**config.mk**
```make
export PLATFORM = sky130hd
export DESIGN_NAME = fnd_modulus_ctrl
export DESIGN_NICKNAME = d
export VERILOG_FILES = /design/src/rtl/fnd_pkg.sv /design/src/rtl/fnd_seq_periodic.sv /design/src/rtl/fnd_seq_prbs.sv /design/src/rtl/fnd_seq_sdm.sv /design/src/rtl/fnd_period_counter.sv /design/src/rtl/fnd_modulus_ctrl.sv
export SDC_FILE = /design/constraint.sdc
export NUM_CORES = 1
export LEC_CHECK = 0
export BUFFER_PORTS_ARGS = -buffer_cell sky130_fd_sc_hd__buf_2
export CAP_MARGIN = 0
export CORE_MARGIN = 2
export CORE_UTILIZATION = 40
export DETAILED_ROUTE_END_ITERATION = 12
export PLACE_DENSITY_LB_ADDON = 0.25
export SLEW_MARGIN = 20
export SYNTH_ARGS = -nofsm -noshare
export SYNTH_HDL_FRONTEND = slang
export SYNTH_SLANG_ARGS = --single-unit
```
**constraint.sdc**
```tcl
create_clock -name clk -period 3.05 [get_ports clk]
set_input_delay 0.305 -clock clk [delete_from_list [all_inputs] [get_ports clk]]
set_output_delay 0.305 -clock clk [all_outputs]
set_load 0.05 [all_outputs]
```
**src/rtl/fnd_pkg.sv**
```systemverilog
// Package: shared types and helpers for the fractional-N modulus controller.
// Assumes: fraction widths between 3 and 16 bits for the pseudo-random source.
package fnd_pkg;

    typedef enum logic [1:0] {
        MODE_PERIODIC = 2'b00,
        MODE_RANDOM   = 2'b01,
        MODE_SDM      = 2'b10,
        MODE_SDM_ALT  = 2'b11
    } fnd_mode_e;

    // Feedback tap mask of a maximal-length shift register of the given width
    function automatic logic [15:0] prbs_taps(input int width);
        case (width)
            3:       return 16'h0006;
            4:       return 16'h000C;
            5:       return 16'h0014;
            6:       return 16'h0030;
            7:       return 16'h0060;
            8:       return 16'h00B8;
            9:       return 16'h0110;
            10:      return 16'h0240;
            11:      return 16'h0500;
            12:      return 16'h0829;
            13:      return 16'h100D;
            14:      return 16'h2015;
            15:      return 16'h6000;
            16:      return 16'hD008;
            default: return 16'h00B8;
        endcase
    endfunction

endpackage

```
**src/rtl/fnd_seq_periodic.sv**
```systemverilog
// Module: periodic modulus policy.
// A phase counter advances once per period. The first frac phases of each
// 2^FW-phase cycle request N+1, so the long periods form one run per cycle.
// Assumes: step is a single-cycle strobe at the period boundary.
module fnd_seq_periodic #(
    parameter int FW = 8
) (
    input  logic          clk,
    input  logic          rst_n,
    input  logic          step,
    input  logic [FW-1:0] frac,
    output logic          sel
);

    logic [FW-1:0] phase;

    // Request the long modulus while the phase lies inside the fraction window
    always_comb sel = (phase < frac);

    // Advance the phase once per period boundary
    always_ff @(posedge clk) begin
        if (!rst_n)    phase <= '0;
        else if (step) phase <= phase + 1'b1;
    end

    // the phase walks through every value, one per period
    p_phase_walk_r5: assert property (@(posedge clk) disable iff (!rst_n)
        step |=> (phase == FW'($past(phase) + 1'b1)));

endmodule

```
**src/rtl/fnd_seq_prbs.sv**
```systemverilog
// Module: randomized modulus policy.
// A shift register with a zero-state insertion runs through all 2^FW values
// once per cycle. A period is long when the current value is below frac, so
// each cycle still holds exactly frac long periods.
// Assumes: 3 <= FW <= 16; step is a single-cycle strobe.
module fnd_seq_prbs #(
    parameter int FW = 8
) (
    input  logic          clk,
    input  logic          rst_n,
    input  logic          step,
    input  logic [FW-1:0] frac,
    output logic          sel
);

    import fnd_pkg::*;

    localparam logic [15:0] TAPS16 = prbs_taps(FW);
    localparam logic [FW-1:0] TAPS = TAPS16[FW-1:0];

    logic [FW-1:0] state;
    logic          fb;

    // Request the long modulus when the pseudo-random value is below the fraction
    always_comb sel = (state < frac);

    // Feedback with zero-state insertion, which gives a full 2^FW cycle
    always_comb fb = (^(state & TAPS)) ^ (state[FW-2:0] == '0);

    // Shift once per period boundary
    always_ff @(posedge clk) begin
        if (!rst_n)    state <= '0;
        else if (step) state <= {state[FW-2:0], fb};
    end

    // the sequence never stalls on a value when it is stepped
    p_prbs_moves_r6: assert property (@(posedge clk) disable iff (!rst_n)
        step |=> (state != $past(state)));

endmodule

```
**src/rtl/fnd_seq_sdm.sv**
```systemverilog
// Module: first-order sigma-delta modulus policy.
// An FW-bit accumulator adds frac once per period. The carry out of that
// addition requests N+1 for the period that starts.
// Assumes: step is a single-cycle strobe at the period boundary.
module fnd_seq_sdm #(
    parameter int FW = 8
) (
    input  logic          clk,
    input  logic          rst_n,
    input  logic          step,
    input  logic [FW-1:0] frac,
    output logic          sel
);

    logic [FW-1:0] acc;
    logic [FW:0]   sum;

    // Form the widened sum; its top bit is the carry
    always_comb begin
        sum = {1'b0, acc} + {1'b0, frac};
        sel = sum[FW];
    end

    // Keep the residue once per period boundary
    always_ff @(posedge clk) begin
        if (!rst_n)    acc <= '0;
        else if (step) acc <= sum[FW-1:0];
    end

    // after a carry, the residue is smaller than the fraction added
    p_sdm_wrap_r7: assert property (@(posedge clk) disable iff (!rst_n)
        (step && sel) |=> (acc < $past(frac)));

endmodule

```
**src/rtl/fnd_period_counter.sv**
```systemverilog
// Module: down-counter that times one division period.
// The pulse is high in the cycle where the count reaches zero with the
// enable high. The reload value (modulus minus one) is taken in that cycle.
// Assumes: load_val >= 1 so that two pulses never touch.
module fnd_period_counter #(
    parameter int CW = 9
) (
    input  logic          clk,
    input  logic          rst_n,
    input  logic          en,
    input  logic [CW-1:0] load_val,
    output logic          pulse
);

    logic [CW-1:0] cnt;

    // The terminal cycle of a period
    always_comb pulse = en && (cnt == '0);

    // Count down while enabled and reload at the terminal cycle
    always_ff @(posedge clk) begin
        if (!rst_n)     cnt <= '0;
        else if (pulse) cnt <= load_val;
        else if (en)    cnt <= cnt - 1'b1;
    end

    // a disabled cycle leaves the count untouched
    p_hold_when_idle_r10: assert property (@(posedge clk) disable iff (!rst_n)
        !en |=> $stable(cnt));

endmodule

```
**src/rtl/fnd_modulus_ctrl.sv**
```systemverilog
// Module: fractional-N divider modulus controller (top).
// Divides clk by N or N+1 per period. At every boundary the policy chosen by
// mode decides whether the next period is long, so that the average ratio
// is N + frac/2^FW. All policies step in parallel and the mode selects one.
// Assumes: control inputs are synchronous to clk; N below 2 is raised to 2.
module fnd_modulus_ctrl #(
    parameter int NW = 8,
    parameter int FW = 8
) (
    input  logic          clk,
    input  logic          rst_n,
    input  logic          en,
    input  logic [NW-1:0] n_int,
    input  logic [FW-1:0] frac,
    input  logic [1:0]    mode,
    output logic          div_pulse,
    output logic          mod_ctl
);

    import fnd_pkg::*;

    localparam int CW = NW + 1;
    localparam logic [NW-1:0] N_MIN = NW'(2);

    fnd_mode_e     mode_e;
    logic [CW-1:0] n_eff;
    logic [CW-1:0] load_val;
    logic          sel_per;
    logic          sel_rnd;
    logic          sel_sdm;
    logic          sel_next;
    logic          boundary;

    // Decode the mode and clamp the integer part
    always_comb begin
        mode_e = fnd_mode_e'(mode);
        n_eff  = (n_int < N_MIN) ? CW'(N_MIN) : CW'(n_int);
    end

    // Pick the active policy's request
    always_comb begin
        unique case (mode_e)
            MODE_PERIODIC: sel_next = sel_per;
            MODE_RANDOM:   sel_next = sel_rnd;
            default:       sel_next = sel_sdm;
        endcase
    end

    // Reload value for the period that starts at this boundary
    always_comb load_val = n_eff + CW'(sel_next) - CW'(1);

    assign boundary  = div_pulse;

    fnd_period_counter #(.CW(CW)) u_counter (
        .clk      (clk),
        .rst_n    (rst_n),
        .en       (en),
        .load_val (load_val),
        .pulse    (div_pulse)
    );

    fnd_seq_periodic #(.FW(FW)) u_periodic (
        .clk   (clk),
        .rst_n (rst_n),
        .step  (boundary),
        .frac  (frac),
        .sel   (sel_per)
    );

    fnd_seq_prbs #(.FW(FW)) u_prbs (
        .clk   (clk),
        .rst_n (rst_n),
        .step  (boundary),
        .frac  (frac),
        .sel   (sel_rnd)
    );

    fnd_seq_sdm #(.FW(FW)) u_sdm (
        .clk   (clk),
        .rst_n (rst_n),
        .step  (boundary),
        .frac  (frac),
        .sel   (sel_sdm)
    );

    // Latch the modulus choice for the whole period that begins
    always_ff @(posedge clk) begin
        if (!rst_n)        mod_ctl <= 1'b0;
        else if (boundary) mod_ctl <= sel_next;
    end

    // the modulus flag moves only after a pulse cycle
    p_mod_hold_r3: assert property (@(posedge clk) disable iff (!rst_n)
        !div_pulse |=> $stable(mod_ctl));

    // the shortest period is two cycles
    p_min_gap_r9: assert property (@(posedge clk) disable iff (!rst_n)
        div_pulse |=> !div_pulse);

    // a zero fraction never selects the long modulus
    p_zero_frac_r8: assert property (@(posedge clk) disable iff (!rst_n)
        (div_pulse && frac == '0) |=> !mod_ctl);

    // no pulse without the enable
    p_pulse_needs_en_r1: assert property (@(posedge clk) disable iff (!rst_n)
        div_pulse |-> en);

endmodule

```
* Word level (Yosys, flattened, before mapping) *
Cells that the tools add are included.

storage, ports and cells
  flip-flop bits (word level) = 34
  word-level logic and storage cells = 25
  output and inout port bits = 2

operators by class
  reductions and logical operators = 6
  mux-type cells = 4
  bitwise logic cells = 1
  equal/unequal tests = 1
  $lt $le $gt $ge = 3
  add/subtract/negate cells = 5

operator list
  operator                                              number
  2-to-1 mux 9 bit                                      2
  subtractor 9 x 1 -> 9 bit (second input constant)     2
  < comparator 8 bit                                    2
  adder 8 x 1 -> 9 bit                                  1
  adder 8 x 8 -> 9 bit                                  1
  zero test 9 bit                                       1
  adder 8 x 1 -> 8 bit (second input constant)          1
  < comparator 8 x 2 -> 1 bit (second input constant)   1
  2-to-1 mux 8 bit                                      1
  XOR reduction 8 bit                                   1
  zero test 7 bit                                       1
  equality test 2 x 1 -> 1 bit (second input constant)  1
  zero test 2 bit                                       1
  case mux 1 bit (2 select lines)                       1
  nonzero test 2 bit                                    1
  logical AND 1 bit                                     1
  bitwise XOR 1 bit                                     1

* Logic depth before layout (Yosys ltp) *
Gate-level depths: netlist (run 1).

  word-level depth = 5
  mapped depth = 13
  depth with buffers taken out = 13

* Cells and area by module *
A second synthesis (run 1) with hierarchy kept.

second synthesis, totals
  cell total of the unflattened synthesis = 284
  area, all modules = 2477.4 um2

modules (own cells, without submodules)
  module              cells each  times used  area an instance (um2)
  fnd_seq_sdm         66          1           616.8
  fnd_period_counter  69          1           585.6
  fnd_seq_periodic    63          1           533.0
  fnd_seq_prbs        55          1           518.0
  fnd_modulus_ctrl    31          1           224.0

* Worst setup path after synthesis (run 1) *
OpenSTA, ideal clock, no wires.

  kind = in2reg
  from = in frac[0]
  to = reg u_counter.cnt[5]
  arrival time = 2.301 ns
  library setup time = 0.124 ns
  stages on the path = 12
  slack = 0.625 ns
  buffers on the path = 0
  data required time = 2.926 ns
  path through = ha_1 -> fa_1 -> a21o_1 -> a31oi_1 -> o21ai_0 -> nand2_1 -> ha_1 -> nand2b_1 -> nor2_1 -> nor4b_1 -> mux2i_1 -> a21boi_0

between the ends
  cells in the longest elaborated chain, start to end = 5
  elaborated cells between the ends (all ways) = 7
  those cells by class = add/sub: 3; order compare: 2; mux: 2

RTL lines
  what                                                line                      RTL
  start: declaration                                  fnd_modulus_ctrl.sv:14    input logic [FW-1:0] frac,
  adder 8 x 8 -> 9 bit, or another cell as far along  fnd_seq_sdm.sv:20         sum = {1'b0, acc} + {1'b0, frac};
  case mux 1 bit (2 select lines) (*)                 fnd_modulus_ctrl.sv:42    unique case (mode_e)
  adder 8 x 1 -> 9 bit (*)                            fnd_modulus_ctrl.sv:50    always_comb load_val = n_eff + CW'(sel_next) - CW'(1);
  subtractor 9 x 1 -> 9 bit (*)                       fnd_modulus_ctrl.sv:50
  2-to-1 mux 9 bit (*)                                fnd_period_counter.sv:23  else if (pulse) cnt <= load_val;
  end signal: assignment                              fnd_period_counter.sv:23
  end signal: assignment                              fnd_period_counter.sv:24  else if (en) cnt <= cnt - 1'b1;
  end: declaration                                    fnd_period_counter.sv:15  logic [CW-1:0] cnt;

Mark *: on every way between the ends. The rest lies on a longest branch, timed or not.
A chain may end at the register's enable or synchronous reset.

* Worst setup path in the final report (run 1) *
  from = reg u_sdm.acc[0]
  to = reg u_counter.cnt[6]

between the ends
  cells in the longest elaborated chain, start to end = 5

RTL lines
  what                             line                      RTL
  start: declaration               fnd_seq_sdm.sv:15         logic [FW-1:0] acc;
  start signal: assignment         fnd_seq_sdm.sv:27         else if (step) acc <= sum[FW-1:0];
  adder 8 x 8 -> 9 bit             fnd_seq_sdm.sv:20
  case mux 1 bit (2 select lines)  fnd_modulus_ctrl.sv:42
  adder 8 x 1 -> 9 bit             fnd_modulus_ctrl.sv:50
  subtractor 9 x 1 -> 9 bit        fnd_modulus_ctrl.sv:50
  2-to-1 mux 9 bit                 fnd_period_counter.sv:23

Every way passes these cells.

==> run metrics, run 1 <==
status complete, no violations; routed wire length per instance 13.5 µm; delay-heaviest family, CP adder cells; Final Power 1260 µW; Port Buffer Count 22; met3 Use GR 0.0311; Synth Flop Type dfxtp_1; hold_buf cts 0; Int Pwr between 800 and 900 µW; fin crit period 2.69 ns; Yosys top cell by area dfxtp_1; largest cells by area after synthesis dfxtp_1, ha_1, nand2_1, a21boi_0, xnor2_1; initial antenna violation count 0; Post-synth top cells nand2_1, dfxtp_1, ha_1; Most Crowded Layer GR met2; DP HPWL around 3.7 mm; Synthesis Warnings 0; syn_nets 332; # rows 28; max-cap viol count 0; clock transition at the registers of the reported paths 0.06 ns; Initial Util 0.408; Pre-Repair DR Iteration Count 4; dpl ws 0.223 ns; Clock power frac 0.248; crit path launch type flop; Power per Cell Area 482 mW/mm²; crit path max-delay cell type fa_1; die area 0.00657 mm²; CTS tree done; Longest Clk Path Bufs 2; Setup Crit Path Kind flop to flop; first-pass GRT wire length 8.80 mm; Antenna Violating Nets Remaining 0; Logic pwr share 0.326; Critical Path RT 3.26 ns; #FFs+latches synth 34; CP dominant cell by count ha_1; Final setup violation count 0; final net count 352; largest net degree at the start of global routing 40; vias in the first global route 1,993; Worst-Skew Late Latency 0.28 ns; CP max FO 4; register area share after synthesis 0.287; Post-Route Skew 0.00521 ns; gr ovfl total 0; Hold Vio Cnt, Final 0; Synth top area share 0.287; Top Ports 23; DR iter-0 viols 98; count leader, synth nand2_1; Yosys cell types 49; CP peak stage delay 0.41 ns; Core Util, Final 0.450; Hold Path Class input pin to flop; H-tree depth 2; CP Cell Sequence ha_1 > fa_1 > a21o_1 > a31oi_1 > o21ai_0 > nand2_1 > ha_1 > ha_1 > nor3b_1 > xor2_1 > o21ai_0 > a21boi_0; number of remaining DRC errors 0; GRT met1 Usage 0.213; routability cong. 0.939; sw frac 0.351; synthesized instance count 283; setup bufs post-CTS 0; measured slew at the worst slew-check pin 0.899 ns; LEAKAGE 0.00115 µW; layout cells sized above 1 0.116; clk sinks 34; CP arrival 2.90 ns; setup TNS 0 ns; sequential group share of total power 0.425; CTS resizes 0; met2 global-route usage 0.302; Rel. slew slack 0.401; via count of the routed design 2,036; RSZ-0062 raised after global routing false; crit end category flop; die width just over 80 µm; CTS root buffer clkbuf_8; Max VDD drop 0.000244 V; EDFF count, synth 0; Tot GR Track Use 0.173; Final WS setup 0.357 ns; Slew Limit Fails 0; period utilisation layout 0.883; Area growth syn-to-layout 10.2%; Post-Route WL about 5 mm; asr flop ratio synth 0; Die Ht 81.1 µm; CTS buffer count 5; n_diodes 0; Buf+Inv Stages, Crit Path 0; DR vias/cell 5.39; max frequency approximately 370 MHz; Sw Pwr 443 µW; Synth Area per Inst 8.39 µm²; CORE AREA 0.00582 mm²; post-synthesis cell area 0.00237 mm²
[cell families after synthesis]
logic type,share of synthesized area
buffers and inverters,0.0448
XOR/XNOR,0.0653
AO/OA/AOI/OAI,0.177
multiplexers,0.0126
adder cells (fa/ha/maj),0.151
AND/OR/NAND/NOR,0.263
flip-flops,0.287
[cell type report]
cell class	count	area, µm²
multi-input combinational	223	1590
clock buffer	7	76.3
timing repair buffer	23	118
sequential	34	681
fill	599	3200
tap	75	93.8
inverter	16	60.1
[power by group through the flow]
stage	combinational [µW]	clock [µW]	sequential, µW
after floorplan	318	0	541
after global placement	408	0	546
after detailed placement	411	0	546
after CTS	414	327	536
after global routing	470	346	544
final	411	313	536
[layout by cell type (no fill, tap or decap), types with 3 or more instances in the layout]
cell	Yosys	final
nor2b_1	5	5
clkbuf_8	0	5
o211a_1	3	3
nor4_1	3	3
and3_1	3	3
nand2b_1	4	4
dfxtp_1	34	34
a21boi_0	14	14
inv_1	16	16
ha_1	27	27
a21oi_1	10	10
buf_2	4	22
and2_1	9	9
o21ai_0	14	14
a211oi_1	4	4
a21o_1	5	5
xor2_1	4	4
nor2_1	10	10
nand3_1	8	8
xnor2_1	11	11
nand4_1	9	9
mux2i_1	3	3
nor3_1	8	8
a31oi_1	3	3
nand2_1	38	38
[stage by stage]
| step | std cells | hold WS [ns] | cell area [µm²] |
|---|---|---|---|
| 2_1_floorplan | 283 | 0.445 | 2370 |
| 3_3_place_gp | 371 | 0.460 | 2540 |
| 3_5_place_dp | 371 | 0.462 | 2540 |
| 4_1_cts | 378 | 0.370 | 2620 |
| 5_1_grt | 378 | 0.407 | 2620 |
| 6_report | 378 | 0.381 | 2620 |
[worst paths after layout]
check | slack (ns) | endpoint | cells after the start | startpoint
max | 0.36 | u_counter.cnt[6] | 12 | u_sdm.acc[0]
min | 0.38 | u_counter.cnt[1] | 3 | en
max reg2reg | 0.36 | u_counter.cnt[6] | 12 | u_sdm.acc[0]
min reg2reg | 0.47 | u_sdm.acc[0] | 2 | u_sdm.acc[0]
[routing by layer]
layer,wire length [µm],share of wire
met5,0,0
met4,79,0.016
met3,224,0.044
met2,2270,0.45
met1,2510,0.49
[worst min-delay path: cells and delay by family]
| family | cells | cell delay, ns |
|---|---|---|
| simple gates | 1 | 0.08 |
| compound gates | 1 | 0.07 |
| buf+inv | 1 | 0.16 |
[sequential cells by signal, summed over array words and instances, names as in the netlist]
signal	flops
u_counter.cnt	9
u_periodic.phase	8
u_prbs.state	8
u_sdm.acc	8
mod_ctl	1
(Power assumes the default switching activity.)
==> inputs of run 2 (changes only) <==
CORE_MARGIN = unset   (was 2)
==> run 2 against run 1 <==
Compared with the run above:
- via count down 1.4%
- fmax down 1.3%
- global-route usage up 1.1 points
- largest cell class unchanged
- total power up 0.65%
- routed wire length up 1.8%
==> run metrics, run 2 (synthesis gave the netlist of run 1 again) <==
Antenna Violating Nets Remaining 0; Initial Util 0.423; max-cap viol count 0; Hold Path Origin en; Hold Vio Cnt, Final 0; worst reg2reg path endpoint u_counter.cnt[6]; Top Ports 23; Final setup violation count 0; DP HPWL 3.87 mm; H-tree depth 2; Tot GR Track Use 0.185; CTS resizes 0; vias in the first global route 1,951; CP peak stage delay 0.42 ns; initial antenna violation count 0; fin crit period 2.73 ns; Max VDD drop 0.000282 V; clock transition at the registers of the reported paths 0.07 ns; Area growth syn-to-layout 10.0%; Rel. slew slack 0.399; Worst Reg2Reg Path Length in Cells 12; max frequency roughly 370 MHz; measured slew at the worst slew-check pin 0.901 ns; first-pass GRT wire length 8.84 mm; Worst-Skew Late Latency 0.29 ns; clk sinks 34; Top reg by flops u_counter.cnt; setup TNS 0 ns; Layout Cells excl Fill approximately 380; LEAKAGE 0.00115 µW; Core Util, Final 0.466; Post-Route WL 5.18 mm; Worst R2R Start u_sdm.acc[0]; layout cells sized above 1 0.116; DR vias/cell ~5.4; CP max FO 4; max reg flops 9; routed wire length per instance 13.8 µm; commonest non-fill, non-tap cell in the layout nand2_1; Hold Path Depth 3; period utilisation layout 0.895; routability cong. 0.792; die area 0.00625 mm²; # rows 27; largest net degree at the start of global routing 40; via count of the routed design 2,007; Setup Crit Path Kind flop to flop; final net count 352; setup bufs post-CTS 0; Port Buffer Count 22; Hold Path End u_counter.cnt[1]; crit path launch type flop; number of remaining DRC errors 0; setup slack on the worst flop-to-flop path roughly 0.32 ns; CTS buffer count 5; Hold Path Class input pin to flop; gr ovfl total 0; CTS root buffer clkbuf_8; DR iter-0 viols 81; Slew Limit Fails 0; Pre-Repair DR Iteration Count 4; placed cell count 368; RSZ-0062 raised after global routing false; Power per Cell Area roughly 490 mW/mm²; CTS tree done; most frequent cells in the layout nand2_1, dfxtp_1, ha_1, buf_2, inv_1; CP arrival around 3 ns; status complete, no violations; Longest Clk Path Bufs 2; crit path max-delay cell type fa_1; hold_buf cts 0; Die Ht 79.1 µm; Post-Route Skew 0.00637 ns; crit end category flop; Critical Path RT 3.27 ns; CP Cell Sequence ha_1 > fa_1 > a21o_1 > a31oi_1 > o21ai_0 > nand2_1 > ha_1 > ha_1 > nor3b_1 > xor2_1 > o21ai_0 > a21boi_0; CORE AREA 0.00561 mm²; final-layout fill cell count between 500 and 600; CP dominant cell by count ha_1; n_diodes 0; die width roughly 80 µm
-- run 2: power by group --
part / internal [µW] / leakage, µW / switching (µW)
Combinational: 169 / 0.000832 / 243
Sequential: 492 / 0.000276 / 44.5
Clock: 157 / 0.0000383 / 163
Total: 818 / 0.00115 / 451
-- run 2: metal layers --
layer | up-vias | routed length [µm] | global-route usage
met5 | - | 0 | 0
met3 | 9 | 212 | 0.0540
met2 | 38 | 2340 | 0.314
met1 | 907 | 2510 | 0.216
met4 | 0 | 116 | 0.0764
li1 | 1053 | - | -
-- run 2: per-stage QoR --
| stage | cell area, µm² | hold slack [ns] | total power, µW | worst slack, ns |
|---|---|---|---|---|
| 2_1_floorplan | 2370 | 0.445 | 859 | 0.625 |
| 3_3_place_gp | 2540 | 0.461 | 953 | 0.340 |
| 3_5_place_dp | 2540 | 0.468 | 959 | 0.200 |
| 4_1_cts | 2610 | 0.375 | 1290 | 0.320 |
| 5_1_grt | 2610 | 0.397 | 1370 | 0.0626 |
| 6_report | 2610 | 0.374 | 1270 | 0.321 |
-- run 2: cell type report --
class / count / area (µm²) / area share
multi-input combinational: 223 / 1590 / 0.608
sequential: 34 / 681 / 0.261
timing repair buffer: 23 / 118 / 0.0450
tap: 72 / 90.1 / 0.0345
clock buffer: 7 / 76.3 / 0.0292
inverter: 16 / 60.1 / 0.0230
-- run 2: worst max path at each step --
stage | from | end | slack (ns) | depth (start not counted)
final | u_sdm.acc[0] | u_counter.cnt[6] | 0.32 | 12
after global routing | u_sdm.acc[0] | u_counter.cnt[5] | 0.06 | 12
after CTS | u_sdm.acc[0] | u_counter.cnt[6] | 0.32 | 12
after detailed placement | frac[0] | u_counter.cnt[6] | 0.20 | 13
after global placement | frac[0] | u_counter.cnt[5] | 0.34 | 13
after floorplan | frac[0] | u_counter.cnt[5] | 0.62 | 12
-- run 2: critical path, delay by kind of cell, from the launching register on --
| family | cells | cell delay, ns |
|---|---|---|
| adder cells (fa/ha/maj) | 4 | 1.06 |
| AO/OA/AOI/OAI | 5 | 0.74 |
| AND/OR/NAND/NOR | 2 | 0.37 |
| flip-flops | 1 | 0.32 |
| XOR/XNOR | 1 | 0.17 |
==> inputs of run 3 (changes only) <==
clock period = 2.8 ns   (was 3.05 ns; I/O delays follow)
==> run 3 against run 2 <==
Compared with the run above:
- setup slack got worse by 0.11 ns
- total power increased by 13%
- fmax increased by 5.3%
- final cell count increased by 0.80%
- critical endpoint is now u_counter.cnt[5]
- clock skew about the same
- critical path type unchanged
==> run metrics, run 3 (synthesis gave the netlist of run 1 again) <==
status complete, no violations; largest net degree at the start of global routing 29; Post-Route WL between 5 and 6 mm; Area growth syn-to-layout 12.7%; initial antenna violation count 0; setup bufs post-CTS 0; commonest non-fill, non-tap cell in the layout nand2_1; Final setup violation count 0; Rel. slew slack 0.419; crit end category flop; clock transition at the registers of the reported paths 0.07 ns; Hold Path Class input pin to flop; Antenna Violating Nets Remaining 0; die area between 0.006 and 0.007 mm²; Top Ports 23; Core Util, Final 0.477; routability cong. 0.848; vias in the first global route 1,919; Port Buffer Count 22; max frequency 386 MHz; DR vias/cell 5.38; LEAKAGE 0.00116 µW; crit path launch type flop; dpl ws -0.0955 ns; CP arrival 2.77 ns; CTS tree done; Final WS setup 0.208 ns; Initial Util 0.423; CP max FO 3; Longest Clk Path Bufs 2; # rows 27; Power per Cell Area 534 mW/mm²; Max VDD drop ~0.00036 V; final-layout fill cell count 574; H-tree depth 2; DR iter-0 viols 93; DP HPWL between 3 and 4 mm; Pre-Repair DR Iteration Count 4; fin crit period 2.59 ns; Tot GR Track Use 0.185; n_diodes 0; gr ovfl total 0; fin area roughly 0.0027 mm²; max reg flops 9; most frequent cells in the layout nand2_1, dfxtp_1, ha_1, buf_2, inv_1; first-pass GRT wire length a little under 9 mm; RSZ-0062 raised after global routing false; clk sinks 34; CTS root buffer clkbuf_8; Top reg by flops u_counter.cnt; Critical Path RT just under 3 ns; max-cap viol count 0; Worst-Skew Late Latency 0.29 ns; Post-Route Skew 0.00603 ns; Setup Crit Path Kind flop to flop; measured slew at the worst slew-check pin 0.864 ns; period utilisation layout 0.926; final net count approximately 350; CTS buffer count 5; number of remaining DRC errors 0; CORE AREA approximately 0.0056 mm²; Slew Limit Fails 0; placed instance area 0.00255 mm²; Die Ht 79.1 µm; routed wire length per instance 13.9 µm; layout cells sized above 1 0.147; Hold Vio Cnt, Final 0; die width about 79 µm; via count of the routed design 2,033
[run 3: area by class of cell]
class | count | area, µm² | share of cell area
clock buffer | 7 | 86.3 | 0.0323
clock inverter | 1 | 5.00 | 0.00187
inverter | 16 | 60.1 | 0.0224
multi-input combinational | 223 | 1620 | 0.606
sequential | 34 | 681 | 0.254
tap | 72 | 90.1 | 0.0337
timing repair buffer | 25 | 133 | 0.0496
[run 3: critical path: stages (launching register included)]
cell      delay (ns)
dfxtp_1         0.31
ha_1            0.22
fa_2            0.36
a21o_1          0.19
a31oi_2         0.21
o21ai_1         0.10
nand2_1         0.12
ha_2            0.21
nand2b_1        0.09
nor2_1          0.14
nor4b_4         0.24
mux2i_1         0.20
a21boi_0        0.09
[run 3: path summary, 6_finish.rpt]
kind                     start                to  slack (ns)  depth (start not counted)
setup / recovery  u_sdm.acc[0]  u_counter.cnt[5]        0.21                         12
setup reg to reg  u_sdm.acc[0]  u_counter.cnt[5]        0.21                         12
hold / removal              en  u_counter.cnt[1]        0.34                          3
hold reg to reg   u_sdm.acc[0]      u_sdm.acc[0]        0.47                          2
[run 3: where the power goes]
group	internal, µW	leakage (µW)	switching [µW]
registers	536	0.000276	47.2
clock network	198	0.0000482	181
logic	193	0.000840	274
total	927	0.00116	501
[run 3: per-stage QoR]
step | total power (µW) | TNS [ns] | std cells | hold WS (ns)
after detailed placement | 1050 | -0.0955 | 370 | 0.465
final | 1430 | 0 | 378 | 0.339
after CTS | 1440 | 0 | 378 | 0.329
after global placement | 1050 | 0 | 370 | 0.457
after global routing | 1540 | 0 | 378 | 0.357
after floorplan | 936 | 0 | 283 | 0.445
[run 3: timing repair]
item,in CTS,in global routing
hold buffers,0,0
resized for setup,0,9
setup endpoints to repair,0,2
[run 3: routing by layer]
layer | part of all wire | vias up | global-route usage
li1 | - | 1060 | -
met1 | 0.48 | 924 | 0.237
met2 | 0.47 | 41 | 0.311
met3 | 0.038 | 8 | 0.0310
met4 | 0.015 | 0 | 0.0655
met5 | 0 | - | 0
